[src/rtl/lcd_hdr_pkg.sv]
package lcd_hdr_pkg;

    localparam int PAL_SHORT_BYTES = 32;
    localparam int PAL_LONG_BYTES  = 512;
    localparam int SIZE_SLACK      = 2;

    typedef enum logic [1:0] {
        ST_IDLE   = 2'd0,
        ST_DECODE = 2'd1,
        ST_CHECK  = 2'd2,
        ST_DONE   = 2'd3
    } fsm_t;

    typedef enum logic [1:0] {
        PATH_INDEXED   = 2'd0,
        PATH_PASSIVE12 = 2'd1,
        PATH_DIRECT16  = 2'd2
    } path_t;

    typedef struct packed {
        logic       ok;
        logic [4:0] bpp;
        logic [9:0] off;
        path_t      path;
    } hdr_dec_t;

    function automatic logic [4:0] depth_bpp(input logic [2:0] code);
        case (code)
            3'd1:    return 5'd2;
            3'd2:    return 5'd4;
            3'd3:    return 5'd8;
            3'd0:    return 5'd0;
            default: return 5'd16;
        endcase
    endfunction

    function automatic logic [9:0] palette_bytes(input logic [2:0] code,
                                                 input logic [1:0] mode);
        if (mode == 2'd2)
            return 10'd0;
        else if (code >= 3'd3)
            return 10'(PAL_LONG_BYTES);
        else
            return 10'(PAL_SHORT_BYTES);
    endfunction

endpackage

[src/rtl/lcd_hdr_decode.sv]
module lcd_hdr_decode
    import lcd_hdr_pkg::*;
#(
    parameter int CODE_LSB = 12
) (
    input  logic [15:0] hdr_word,
    input  logic [1:0]  load_mode,
    input  logic        tft,
    output hdr_dec_t    dec
);
    logic [2:0] code;

    always_comb begin
        code     = hdr_word[CODE_LSB +: 3];
        dec.ok   = (code != 3'd0) && (load_mode != 2'd1);
        dec.bpp  = depth_bpp(code);
        dec.off  = palette_bytes(code, load_mode);
        if (dec.bpp != 5'd16)
            dec.path = PATH_INDEXED;
        else if (tft)
            dec.path = PATH_DIRECT16;
        else
            dec.path = PATH_PASSIVE12;
    end
endmodule

[src/rtl/lcd_fit_check.sv]
module lcd_fit_check
    import lcd_hdr_pkg::*;
#(
    parameter int DIM_W  = 11,
    parameter int SIZE_W = 32
) (
    input  logic [DIM_W-1:0]  width,
    input  logic [DIM_W-1:0]  height,
    input  logic [4:0]        bpp,
    input  logic [9:0]        off,
    input  logic [SIZE_W-1:0] buf_size,
    output logic              fits
);
    localparam int CMP_W = SIZE_W + 1;

    logic [SIZE_W-1:0] bits_total;
    logic [CMP_W-1:0]  need;
    logic [CMP_W-1:0]  room;

    always_comb begin
        bits_total = SIZE_W'(width) * SIZE_W'(height) * SIZE_W'(bpp);
        need       = CMP_W'(bits_total >> 3) + CMP_W'(off);
        room       = CMP_W'(buf_size) + CMP_W'(SIZE_SLACK);
        fits       = (need <= room);
    end
endmodule

[src/rtl/lcd_line_window.sv]
module lcd_line_window #(
    parameter int DIM_W  = 11,
    parameter int LINE_W = 10,
    parameter int EN_BIT = 31,
    parameter int MD_BIT = 29,
    parameter int LN_LSB = 16
) (
    input  logic [31:0]       sub_cfg,
    input  logic [DIM_W-1:0]  height,
    output logic [LINE_W-1:0] first,
    output logic [DIM_W-1:0]  last_excl
);
    logic [LINE_W-1:0] field;

    always_comb begin
        field     = sub_cfg[LN_LSB +: LINE_W];
        first     = '0;
        last_excl = height;
        if (sub_cfg[EN_BIT]) begin
            if (sub_cfg[MD_BIT])
                first = field;
            else
                last_excl = DIM_W'(field);
        end
    end
endmodule

[src/rtl/lcd_frame_hdr.sv]
module lcd_frame_hdr
    import lcd_hdr_pkg::*;
#(
    parameter int DIM_W    = 11,
    parameter int LINE_W   = 10,
    parameter int SIZE_W   = 32,
    parameter int STRIDE_W = 16
) (
    input  logic                clk,
    input  logic                rst,
    input  logic                frame_start,
    input  logic [15:0]         hdr_word,
    input  logic [DIM_W-1:0]    width,
    input  logic [DIM_W-1:0]    height,
    input  logic [1:0]          load_mode,
    input  logic                tft,
    input  logic                dual,
    input  logic [31:0]         sub_cfg,
    input  logic [SIZE_W-1:0]   buf0_size,
    input  logic [SIZE_W-1:0]   buf1_size,
    output logic                params_valid,
    output logic                sync_err,
    output logic                frame_skip,
    output logic [1:0]          done_cond,
    output logic                cur_buf,
    output logic [4:0]          bpp,
    output logic [1:0]          color_path,
    output logic [9:0]          data_off,
    output logic [STRIDE_W-1:0] stride,
    output logic [LINE_W-1:0]   line_first,
    output logic [DIM_W-1:0]    line_end,
    output logic [SIZE_W-1:0]   first_addr
);
    fsm_t state;

    logic [15:0]       hdr_q;
    logic [DIM_W-1:0]  w_q, h_q;
    logic [1:0]        mode_q;
    logic              tft_q, dual_q;
    logic [31:0]       sub_q;
    logic [SIZE_W-1:0] size_q;

    hdr_dec_t dec_now, dec_q;

    lcd_hdr_decode u_dec (
        .hdr_word  (hdr_q),
        .load_mode (mode_q),
        .tft       (tft_q),
        .dec       (dec_now)
    );

    logic fits;

    lcd_fit_check #(.DIM_W(DIM_W), .SIZE_W(SIZE_W)) u_fit (
        .width    (w_q),
        .height   (h_q),
        .bpp      (dec_q.bpp),
        .off      (dec_q.off),
        .buf_size (size_q),
        .fits     (fits)
    );

    logic [LINE_W-1:0] win_first;
    logic [DIM_W-1:0]  win_end;

    lcd_line_window #(.DIM_W(DIM_W), .LINE_W(LINE_W)) u_win (
        .sub_cfg   (sub_q),
        .height    (h_q),
        .first     (win_first),
        .last_excl (win_end)
    );

    logic [STRIDE_W-1:0] stride_c;
    logic [SIZE_W-1:0]   addr_c;

    always_comb begin
        stride_c = STRIDE_W'((STRIDE_W'(w_q) * STRIDE_W'(dec_q.bpp)) >> 3);
        addr_c   = SIZE_W'(dec_q.off) + SIZE_W'(stride_c) * SIZE_W'(win_first);
    end

    always_ff @(posedge clk) begin
        if (rst) begin
            state        <= ST_IDLE;
            hdr_q        <= '0;
            w_q          <= '0;
            h_q          <= '0;
            mode_q       <= '0;
            tft_q        <= 1'b0;
            dual_q       <= 1'b0;
            sub_q        <= '0;
            size_q       <= '0;
            dec_q        <= '0;
            params_valid <= 1'b0;
            sync_err     <= 1'b0;
            frame_skip   <= 1'b0;
            done_cond    <= '0;
            cur_buf      <= 1'b0;
            bpp          <= '0;
            color_path   <= '0;
            data_off     <= '0;
            stride       <= '0;
            line_first   <= '0;
            line_end     <= '0;
            first_addr   <= '0;
        end else begin
            params_valid <= 1'b0;
            sync_err     <= 1'b0;
            frame_skip   <= 1'b0;
            done_cond    <= '0;
            case (state)
                ST_IDLE: begin
                    if (frame_start) begin
                        hdr_q  <= hdr_word;
                        w_q    <= width;
                        h_q    <= height;
                        mode_q <= load_mode;
                        tft_q  <= tft;
                        dual_q <= dual;
                        sub_q  <= sub_cfg;
                        size_q <= cur_buf ? buf1_size : buf0_size;
                        state  <= ST_DECODE;
                    end
                end
                ST_DECODE: begin
                    dec_q <= dec_now;
                    if (dec_now.ok) begin
                        state <= ST_CHECK;
                    end else begin
                        frame_skip <= 1'b1;
                        state      <= ST_IDLE;
                    end
                end
                ST_CHECK: begin
                    state <= ST_DONE;
                    if (fits) begin
                        params_valid       <= 1'b1;
                        done_cond[cur_buf] <= 1'b1;
                        if (dual_q)
                            cur_buf <= ~cur_buf;
                        bpp        <= dec_q.bpp;
                        color_path <= dec_q.path;
                        data_off   <= dec_q.off;
                        stride     <= stride_c;
                        line_first <= win_first;
                        line_end   <= win_end;
                        first_addr <= addr_c;
                    end else begin
                        sync_err <= 1'b1;
                    end
                end
                default: state <= ST_IDLE;
            endcase
        end
    end
endmodule

[config.mk]
export PLATFORM = sky130hd
export DESIGN_NAME = lcd_frame_hdr
export DESIGN_NICKNAME = d
export VERILOG_FILES = /design/src/rtl/lcd_hdr_pkg.sv /design/src/rtl/lcd_hdr_decode.sv /design/src/rtl/lcd_fit_check.sv /design/src/rtl/lcd_line_window.sv /design/src/rtl/lcd_frame_hdr.sv
export SDC_FILE = /design/constraint.sdc
export NUM_CORES = 1
export LEC_CHECK = 0
export BUFFER_PORTS_ARGS = -buffer_cell sky130_fd_sc_hd__buf_2
export CAP_MARGIN = 20
export CORE_MARGIN = 5
export CORE_UTILIZATION = 29
export CTS_BUF_LIST = sky130_fd_sc_hd__clkbuf_8 sky130_fd_sc_hd__clkbuf_16
export DETAILED_ROUTE_END_ITERATION = 10
export REMOVE_ABC_BUFFERS = 1
export SLEW_MARGIN = 0
export SYNTH_ARGS = -nofsm -noshare
export SYNTH_HDL_FRONTEND = slang
export SYNTH_HIERARCHICAL = 1
export SYNTH_SLANG_ARGS = --single-unit
[constraint.sdc]
create_clock -name clk -period 10.5 [get_ports clk]
set_clock_uncertainty 0.2 [all_clocks]
set_input_delay 1.05 -clock clk [delete_from_list [all_inputs] [get_ports clk]]
set_output_delay 1.05 -clock clk [all_outputs]
set_load 0.05 [all_outputs]
==> out/qor.txt, run 1 <==
Sink Count = 173
Syn Std Cell Area = 0.0226 mm²
Die H = 289 µm
CTS Buffer Depth = 2
Hold crit path type = flip-flop to flip-flop
Slew Limit Fails = 0
Antenna Violating Nets Remaining = 0
Max_cap viols = 0
Clock transition at path regs = 0.08 ns
Failing checks = negative setup slack
Crit end category = flip-flop
Worst Path Arrival = 10.93 ns
Slowest-stage cell, CP = fa_1
P&R area growth vs syn = 25.5%
Worst setup SP type = flip-flop
Synth Warn # = 6
Global route total overflow = 0
Pin count of the biggest net entering global routing = 70
Drt first-iter violations = 818
RePlAce Congestion = 0.854
Core Region = 0.0773 mm²
Vias per Instance = 4.64
HPWL after DPL = 49000 µm
GR Util All Layers = 14.8%
Peak supply drop = 114 µV
Final nets = 3678
Fmax = 93.3 MHz
Total die area = 0.0836 mm²
Die extent in x = 289 µm
Number of fillers in the final layout = 8001
Worst stage delay on the critical path = 0.57 ns
Crit path required time = 10.71 ns
Final Setup Violations = 77
Via count = 19000
Final hold viol count = 0
Cell repeated most along the worst path = fa_1
Syn_area_per_cell = 8.35 µm²
Place WS = -0.865 ns
Pleak = 14.1 nW
Diodes inserted = 0
Average wire per standard cell = 14.9 µm
Initial Utilization = 29.2%
Post-Synthesis Cells = 2706
Top-level port count = 233
Worst Path Class, Setup = flip-flop to flip-flop
Hold WS = 0.251 ns
H-tree levels = 4
FP Rows = 102
Routed WL = 61200 µm
Vias in the first global route = 19700
1st-pass router iterations = 5
Crit share post-route = 102%
TritonCTS clock tree = yes
Status = finished, violations left
Share of cells above drive strength 1 = 25.4%
Clock latency on the worst-skew pair = 0.49 ns
Final min period = 10.72 ns
Worst Tran Pin Value = 1.09 ns
Cell Pwr Density = 64.4 mW/mm²
Worst slew margin = 26.6%
Final setup margin = -0.218 ns
Critical path peak fanout = 7
Unrepaired setup endpoints after global routing = true
Total CTS buffers = 17
Root Buffer = clkbuf_16
Port Buf Inserts = 188
Global-route wire length before repair = 100000 µm
Antenna violations before repair = 0
Final routed DRC violation total = 0
-- layout make-up --
class | instances | area (µm²) | area share, %
multi-input cells | 2058 | 18300 | 64.4
flip-flops and latches | 173 | 3500 | 12.4
repair buffers | 476 | 3440 | 12.1
well taps | 1040 | 1300 | 4.59
inverters | 328 | 1230 | 4.34
clock buffers | 20 | 467 | 1.65
clock inverters | 11 | 156 | 0.551
-- routing by layer --
metal | routed length (µm) | share of wire (%) | GRT usage, % | up-vias
li1 | - | - | - | 9397
met1 | 28100 | 46 | 19.4 | 9350
met2 | 30500 | 50 | 26.1 | 268
met3 | 2160 | 3.5 | 2.26 | 31
met4 | 543 | 0.89 | 2.54 | 0
met5 | 0 | 0 | 0 | -
-- state kept, by name (all words and copies together), names as in the netlist, 3 cells and up --
signal	flops
sub_q	12
stride	13
line_end	11
dec_q	17
data_off	10
hdr_q	3
size_q	32
w_q	11
first_addr	24
h_q	11
line_first	10
bpp	5
-- report_power, final --
part / internal (mW) / leakage [nW] / switching (mW)
Clock: 0.395 / 0.301 / 0.299
Sequential: 0.683 / 1.42 / 0.0375
Combinational: 0.180 / 12.4 / 0.231
Total: 1.26 / 14.1 / 0.568
-- worst max-delay path, delay by kind of cell, from the launching register on --
family / cells / cell delay (ns)
flip-flops: 1 / 0.38
AO/OA/AOI/OAI: 12 / 1.84
AND/OR/NAND/NOR: 12 / 1.39
buffers and inverters: 15 / 1.61
XOR/XNOR: 2 / 0.30
adder cells (fa/ha/maj): 11 / 4.91
-- what timing repair did --
action,4_1_cts,5_1_grt
endpoints found under the hold margin,0,0
gates resized for setup,151,154
buffers inserted,15,22
gates cloned,4,2
endpoints found under the setup margin,80,80
hold buffers,0,0
pin swaps,86,77
-- path summary, 6_finish.rpt --
| check | cells past startpoint | startpoint | slack [ns] | end |
|---|---|---|---|---|
| setup / recovery | 52 | h_q[2]$_SDFFE_PP0P_ | -0.22 | line_end[9]$_SDFFE_PP0P_ |
| hold / removal | 2 | bpp[1]$_SDFFE_PP0P_ | 0.25 | bpp[1]$_SDFFE_PP0P_ |
| setup reg to reg | 52 | h_q[2]$_SDFFE_PP0P_ | -0.22 | line_end[9]$_SDFFE_PP0P_ |
| hold reg to reg | 2 | bpp[1]$_SDFFE_PP0P_ | 0.25 | bpp[1]$_SDFFE_PP0P_ |
-- cells in the final DEF (no fill, tap or decap), types with 10 or more instances in the layout --
| cell type | n |
|---|---|
| nand2_4 | 23 |
| nand4_1 | 29 |
| a21oi_2 | 55 |
| inv_2 | 10 |
| fa_1 | 263 |
| clkbuf_16 | 19 |
| mux2i_1 | 35 |
| buf_4 | 247 |
| nand2b_1 | 12 |
| inv_1 | 318 |
| buf_8 | 13 |
| and2_4 | 10 |
| and2_1 | 243 |
| a211oi_1 | 37 |
| ha_4 | 13 |
| nand3_1 | 22 |
| buf_2 | 187 |
| a21o_1 | 38 |
| and3_1 | 25 |
| buf_12 | 10 |
| dfxtp_1 | 157 |
| xnor2_1 | 59 |
| nor2b_1 | 39 |
| xor2_1 | 36 |
| o21ai_0 | 20 |
| mux2_4 | 10 |
| conb_1 | 20 |
| ha_1 | 204 |
| a31oi_1 | 16 |
| a21oi_1 | 135 |
| nor3_1 | 17 |
| buf_6 | 16 |
| o211ai_1 | 12 |
| nand2_1 | 391 |
| nor2_1 | 79 |
| nand2_2 | 31 |
-- metrics by stage --
step	util, %	total power, mW	cells	setup TNS [ns]	instance area (µm²)
after global routing	36.7	1.93	4106	-48.77	28400
after detailed placement	33.8	1.10	4036	-58.36	26100
final	36.7	1.83	4106	-10.24	28400
after floorplan	-	0.930	2559	-88.21	22000
after CTS	35.7	1.83	4086	-8.42	27600
after global placement	33.8	1.10	4036	-56.94	26100
Power figures use the tool's default switching activity.
==> inputs of run 2 (changes only) <==
Settings changed: CORE_ASPECT_RATIO set to 1.75.
==> run 2 against run 1 <==
Effect of this change:
- the run still ends with negative setup slack left
- design area decreased by 1.2%
- count of clock-buffer cells in the layout shrank 3
- sequential power about the same
- sequential share of layout area is 0.17 points higher
- setup slack better by 0.00080 ns
- register-to-register slack hardly changed
- critical endpoint is now cur_buf$_SDFFE_PP0P_
- largest cell class unchanged
==> out/qor.txt, run 2 (same netlist as run 1, synthesis figures left out) <==
Most frequent cells in the layout = nand2_1 (419), inv_1 (319), fa_1 (260), and2_1 (247), buf_4 (244) (was nand2_1 (391), inv_1 (318), fa_1 (263), buf_4 (247), and2_1 (243))
RePlAce Congestion = 0.876 (was 0.854)
Clock transition at path regs = 0.08 ns (about the same)
Antenna violations before repair = 0 (unchanged)
Worst stage delay on the critical path = 0.55 ns (was 0.57 ns)
Critical path peak fanout = 7 (unchanged)
Final nets = 3670 (was 3678)
Global-route wire length before repair = 109000 µm (was 100000 µm)
Cell repeated most along the worst path = fa_1 (unchanged)
Vias in the first global route = 21000 (was 19700)
Port Buf Inserts = 188 (unchanged)
Clock latency on the worst-skew pair = 0.51 ns (was 0.49 ns)
Final min period = 10.72 ns (about the same)
Crit path max-delay family = adder cells (unchanged)
Status = finished, violations left (unchanged)
Reg area = 0.00351 mm² (was 0.00350 mm²)
Hold crit path type = flip-flop to flip-flop (unchanged)
Via count = 19300 (was 19000)
Worst slew margin = 28.0% (was 26.6%)
Root Buffer = clkbuf_16 (unchanged)
Top flop regs = size_q: 32 flops, first_addr: 24 flops, dec_q: 17 flops (unchanged)
Die H = 379 µm (was 289 µm)
Crit path required time = 10.65 ns (was 10.71 ns)
Global route total overflow = 0 (unchanged)
CTS Buffer Depth = 2 (unchanged)
Peak supply drop = 130 µV (was 114 µV)
Sink Count = 173 (unchanged)
Number of fillers in the final layout = 8114 (was 8001)
P&R area growth vs syn = 24.0% (was 25.5%)
Worst Path Class, Setup = flip-flop to flip-flop (unchanged)
Commonest non-fill, non-tap cell in the layout = nand2_1 (unchanged)
Unrepaired setup endpoints after global routing = true (unchanged)
TritonCTS clock tree = yes (unchanged)
Top-level port count = 233 (unchanged)
Area of the multi-input gates = 0.0181 mm² (was 0.0183 mm²)
Core Region = 0.0774 mm² (was 0.0773 mm²)
GR Util All Layers = 16.1% (was 14.8%)
Hold WS = 0.250 ns (was 0.251 ns)
Vias per Instance = 4.72 (was 4.64)
Failing checks = negative setup slack (unchanged)
Routed WL = 67600 µm (was 61200 µm)
Pleak = 13.7 nW (was 14.1 nW)
Total CTS buffers = 17 (unchanged)
Max_cap viols = 0 (unchanged)
Fmax = 93.3 MHz (about the same)
Diodes inserted = 0 (unchanged)
Final Setup Violations = 78 (was 77)
Slowest-stage cell, CP = fa_1 (unchanged)
Share of cells above drive strength 1 = 23.9% (was 25.4%)
Antenna Violating Nets Remaining = 0 (unchanged)
Final routed DRC violation total = 0 (unchanged)
Largest register FFs = 32 (unchanged)
Initial Utilization = 29.2% (about the same)
Buf+Inv Stages, Crit Path = 14 (was 15)
Crit share post-route = 102% (about the same)
H-tree levels = 4 (unchanged)
Slew Limit Fails = 0 (unchanged)
Die extent in x = 221 µm (was 289 µm)
Crit end category = flip-flop (unchanged)
Worst Tran Pin Value = 1.08 ns (was 1.09 ns)
Pin count of the biggest net entering global routing = 95 (was 70)
Final Core Density = 36.2% (was 36.7%)
Drt first-iter violations = 622 (was 818)
Final hold viol count = 0 (unchanged)
Total die area = 0.0838 mm² (was 0.0836 mm²)
FP Rows = 135 (was 102)
Worst setup SP type = flip-flop (unchanged)
Cell Pwr Density = 64.7 mW/mm² (was 64.4 mW/mm²)
Average wire per standard cell = 16.5 µm (was 14.9 µm)
HPWL after DPL = 55000 µm (was 49000 µm)
Final setup margin = -0.217 ns (was -0.218 ns)
Worst Path Arrival = 10.87 ns (was 10.93 ns)
Top reg by flops = size_q (unchanged)
1st-pass router iterations = 5 (unchanged)
run 2: routing by layer:
layer / up-vias / GRT usage (%) / routed length (µm)
li1: 9375 / - / -
met1: 9484 / 16.1 / 24500
met3: 113 / 1.94 / 1690
met4: 0 / 6.50 / 2370
met5: - / 0 / 0
met2: 306 / 33.2 / 39000
run 2: final cells by class:
type                    count  area share [%]
clock inverters            15           0.665
clock buffers              17            1.52
flip-flops and latches    173            12.5
repair buffers            466            11.8
multi-input cells        2060            64.6
inverters                 328            4.39
well taps                1027            4.59
run 2: per-stage QoR:
stage	area (µm²)	setup TNS [ns]	std cells	setup WS [ns]	total power, mW
2_1_floorplan	22000	-88.21	2559	-1.43	0.930
3_3_place_gp	26100	-68.21	4023	-1.08	1.11
3_5_place_dp	26100	-75.03	4023	-1.16	1.12
4_1_cts	27700	-8.02	4078	-0.166	1.83
5_1_grt	28000	-53.08	4086	-0.755	1.90
6_report	28000	-11.47	4086	-0.217	1.81
run 2: repair_timing:
item,CTS,global route
cloned,3,2
gates resized for setup,156,71
hold buffers,0,0
endpoints found under the setup margin,80,80
buffers inserted,20,8
pin swaps,117,52
run 2: path summary, 6_finish.rpt:
| kind | from | endpoint | slack (ns) | cells past startpoint |
|---|---|---|---|---|
| worst max register to register | w_q[7]$_SDFFE_PP0P_ | cur_buf$_SDFFE_PP0P_ | -0.22 | 51 |
| worst min-delay path | first_addr[6]$_SDFFE_PP0P_ | first_addr[6]$_SDFFE_PP0P_ | 0.25 | 2 |
| worst min register to register | first_addr[6]$_SDFFE_PP0P_ | first_addr[6]$_SDFFE_PP0P_ | 0.25 | 2 |
| worst max-delay path | w_q[7]$_SDFFE_PP0P_ | cur_buf$_SDFFE_PP0P_ | -0.22 | 51 |
run 2: worst min-delay path, stage by stage, from the launching register on:
cell and delay (ns):
dfxtp_1 0.31, nand2_1 0.05, a21oi_1 0.05
run 2: power by group:
group          internal, mW  total, mW  switching (mW)
clock network         0.324      0.679           0.355
registers             0.683      0.722          0.0400
logic                 0.175      0.411           0.236
==> inputs of run 3 (changes only) <==
Settings changed: CORE_MARGIN 5 to 1.5.
==> run 3 against run 2 <==
Effect of this change:
- the flow still finishes with violations (negative setup slack)
- highest routed layer unchanged
- sequential cell count did not move
- hold slack improved by 0.0050 ns
- clock power rose by 2%
- critical path type unchanged
- sequential power barely moved
- fmax fell by 0.25%
==> out/qor.txt, run 3 (same netlist as run 1, synthesis figures left out) <==
Unrepaired setup endpoints after global routing = true (unchanged)
Global route total overflow = 0 (unchanged)
Failing checks = negative setup slack (unchanged)
Root Buffer = clkbuf_16 (unchanged)
Routed WL = 67400 µm (was 67600 µm)
Final Core Density = 36.8% (was 36.2%)
Worst Tran Pin Value = 1.39 ns (was 1.08 ns)
Cell repeated most along the worst path = fa_1 (unchanged)
Post-CTS Hold Fix Bufs = 0 (unchanged)
Via count = 19400 (was 19300)
Total die area = 0.0797 mm² (was 0.0838 mm²)
Status = finished, violations left (unchanged)
Final hold viol count = 0 (unchanged)
1st-pass router iterations = 6 (was 5)
Initial Utilization = 29.2% (unchanged)
Crit end category = flip-flop (unchanged)
Pin count of the biggest net entering global routing = 107 (was 95)
Top flop regs = size_q: 32 flops, first_addr: 24 flops, dec_q: 17 flops (unchanged)
Pleak = 14.0 nW (was 13.7 nW)
Final Setup Violations = 79 (was 78)
Antenna violations before repair = 0 (unchanged)
Final routed DRC violation total = 0 (unchanged)
Sink Count = 173 (unchanged)
Die H = 372 µm (was 379 µm)
Die extent in x = 214 µm (was 221 µm)
Worst Path Arrival = 10.90 ns (was 10.87 ns)
Max_cap viols = 0 (unchanged)
Core Region = 0.0774 mm² (unchanged)
Vias in the first global route = 20700 (was 21000)
Slowest-stage cell, CP = fa_1 (unchanged)
Hold crit path type = flip-flop to flip-flop (unchanged)
Hold path start = first_addr[5]$_SDFFE_PP0P_ (was first_addr[6]$_SDFFE_PP0P_)
Slew Limit Fails = 0 (unchanged)
Worst stage delay on the critical path = 0.55 ns (about the same)
Peak supply drop = 110 µV (was 130 µV)
Share of cells above drive strength 1 = 25.0% (was 23.9%)
Drt first-iter violations = 607 (was 622)
Antenna Violating Nets Remaining = 0 (unchanged)
Critical R2R Capture = line_end[5]$_SDFFE_PP0P_ (was cur_buf$_SDFFE_PP0P_)
HPWL after DPL = 53500 µm (was 55000 µm)
Final min period = 10.74 ns (was 10.72 ns)
Fmax = 93.1 MHz (was 93.3 MHz)
Place WS = -0.983 ns (was -1.16 ns)
Hold Path Depth = 2 (unchanged)
H-tree levels = 4 (unchanged)
Crit share post-route = 102% (about the same)
R2R Path Start = h_q[2]$_SDFFE_PP0P_ (was w_q[7]$_SDFFE_PP0P_)
FP Rows = 135 (unchanged)
Worst R2R Path Depth = 49 (was 51)
Final nets = 3687 (was 3670)
Hold endpoint = first_addr[5]$_SDFFE_PP0P_ (was first_addr[6]$_SDFFE_PP0P_)
P&R area growth vs syn = 26.0% (was 24.0%)
Largest register FFs = 32 (unchanged)
Clock latency on the worst-skew pair = 0.50 ns (was 0.51 ns)
Vias per Instance = 4.72 (about the same)
Crit path required time = 10.65 ns (about the same)
Total CTS buffers = 17 (unchanged)
Most frequent cells in the layout = nand2_1 (396), inv_1 (314), fa_1 (263), and2_1 (239), buf_4 (239) (was nand2_1 (419), inv_1 (319), fa_1 (260), and2_1 (247), buf_4 (244))
Port Buf Inserts = 188 (unchanged)
Commonest non-fill, non-tap cell in the layout = nand2_1 (unchanged)
CTS Buffer Depth = 2 (unchanged)
TritonCTS clock tree = yes (unchanged)
Global-route wire length before repair = 106000 µm (was 109000 µm)
Critical path peak fanout = 8 (was 7)
Final setup margin = -0.244 ns (was -0.217 ns)
GR Util All Layers = 16.9% (was 16.1%)
Cell Pwr Density = 64.6 mW/mm² (was 64.7 mW/mm²)
Clock transition at path regs = 0.09 ns (was 0.08 ns)
Top reg by flops = size_q (unchanged)
Hold WS = 0.255 ns (was 0.250 ns)
Worst Path Class, Setup = flip-flop to flip-flop (unchanged)
RePlAce Congestion = 0.883 (was 0.876)
Top-level port count = 233 (unchanged)
R2R setup slack = -0.24 ns (was -0.22 ns)
Worst slew margin = 7.43% (was 28.0%)
Worst setup SP type = flip-flop (unchanged)
Average wire per standard cell = 16.4 µm (was 16.5 µm)
==> run 3: repair_timing <==
item,in CTS,in global routing
gates resized for setup,147,139
setup buffers,26,21
endpoints found under the setup margin,80,80
cloned,3,6
pin swaps,100,67
==> run 3: metrics by stage <==
step / total power, mW / cells / setup TNS (ns) / instance area (µm²)
finish: 1.84 / 4104 / -14.07 / 28500
global route: 1.93 / 4103 / -45.25 / 28500
CTS: 1.85 / 4077 / -14.37 / 27600
detailed placement: 1.11 / 4017 / -66.88 / 26100
global placement: 1.11 / 4017 / -64.24 / 26100
floorplan: 0.930 / 2559 / -88.21 / 22000
==> run 3: layer usage <==
| metal | GRT usage (%) | wire (µm) | vias up |
|---|---|---|---|
| met1 | 16.6 | 24200 | 9510 |
| met4 | 8.55 | 3250 | 0 |
| met3 | 2.10 | 1760 | 138 |
| li1 | - | - | 9412 |
| met2 | 34.2 | 38200 | 326 |
| met5 | 0 | 0 | - |
==> run 3: worst max path at each step <==
stage / from / endpoint / slack (ns) / depth (start not counted)
floorplan: w_q[6]$_SDFFE_PP0P_ / first_addr[17]$_SDFFE_PP0P_ / -1.43 / 44
global placement: h_q[7]$_SDFFE_PP0P_ / stride[12]$_SDFFE_PP0P_ / -0.95 / 46
detailed placement: h_q[7]$_SDFFE_PP0P_ / stride[12]$_SDFFE_PP0P_ / -0.98 / 44
CTS: h_q[2]$_SDFFE_PP0P_ / stride[11]$_SDFFE_PP0P_ / -0.27 / 50
global route: h_q[2]$_SDFFE_PP0P_ / line_end[8]$_SDFFE_PP0P_ / -0.65 / 53
finish: h_q[2]$_SDFFE_PP0P_ / line_end[5]$_SDFFE_PP0P_ / -0.24 / 49
==> run 3: report_power, final <==
part           switching, mW  total (mW)  internal, mW
registers             0.0406       0.723         0.682
clock network          0.348       0.692         0.344
logic                  0.238       0.424         0.186
==> run 3: critical path, delay by kind of cell, from the launching register on <==
| kind | cells | cell delay [ns] |
|---|---|---|
| adder cells (fa/ha/maj) | 11 | 4.87 |
| flip-flops | 1 | 0.42 |
| buffers and inverters | 16 | 1.83 |
| AO/OA/AOI/OAI | 6 | 0.93 |
| AND/OR/NAND/NOR | 14 | 2.02 |
| XOR/XNOR | 2 | 0.29 |
==> run 3: area by class of cell <==
cell class	count	area (µm²)
multi-input cells	2059	18200
well taps	1027	1280
fillers	8103	48900
flip-flops and latches	173	3510
inverters	328	1230
diodes	1	2.50
clock inverters	15	194
repair buffers	484	3680
clock buffers	17	425
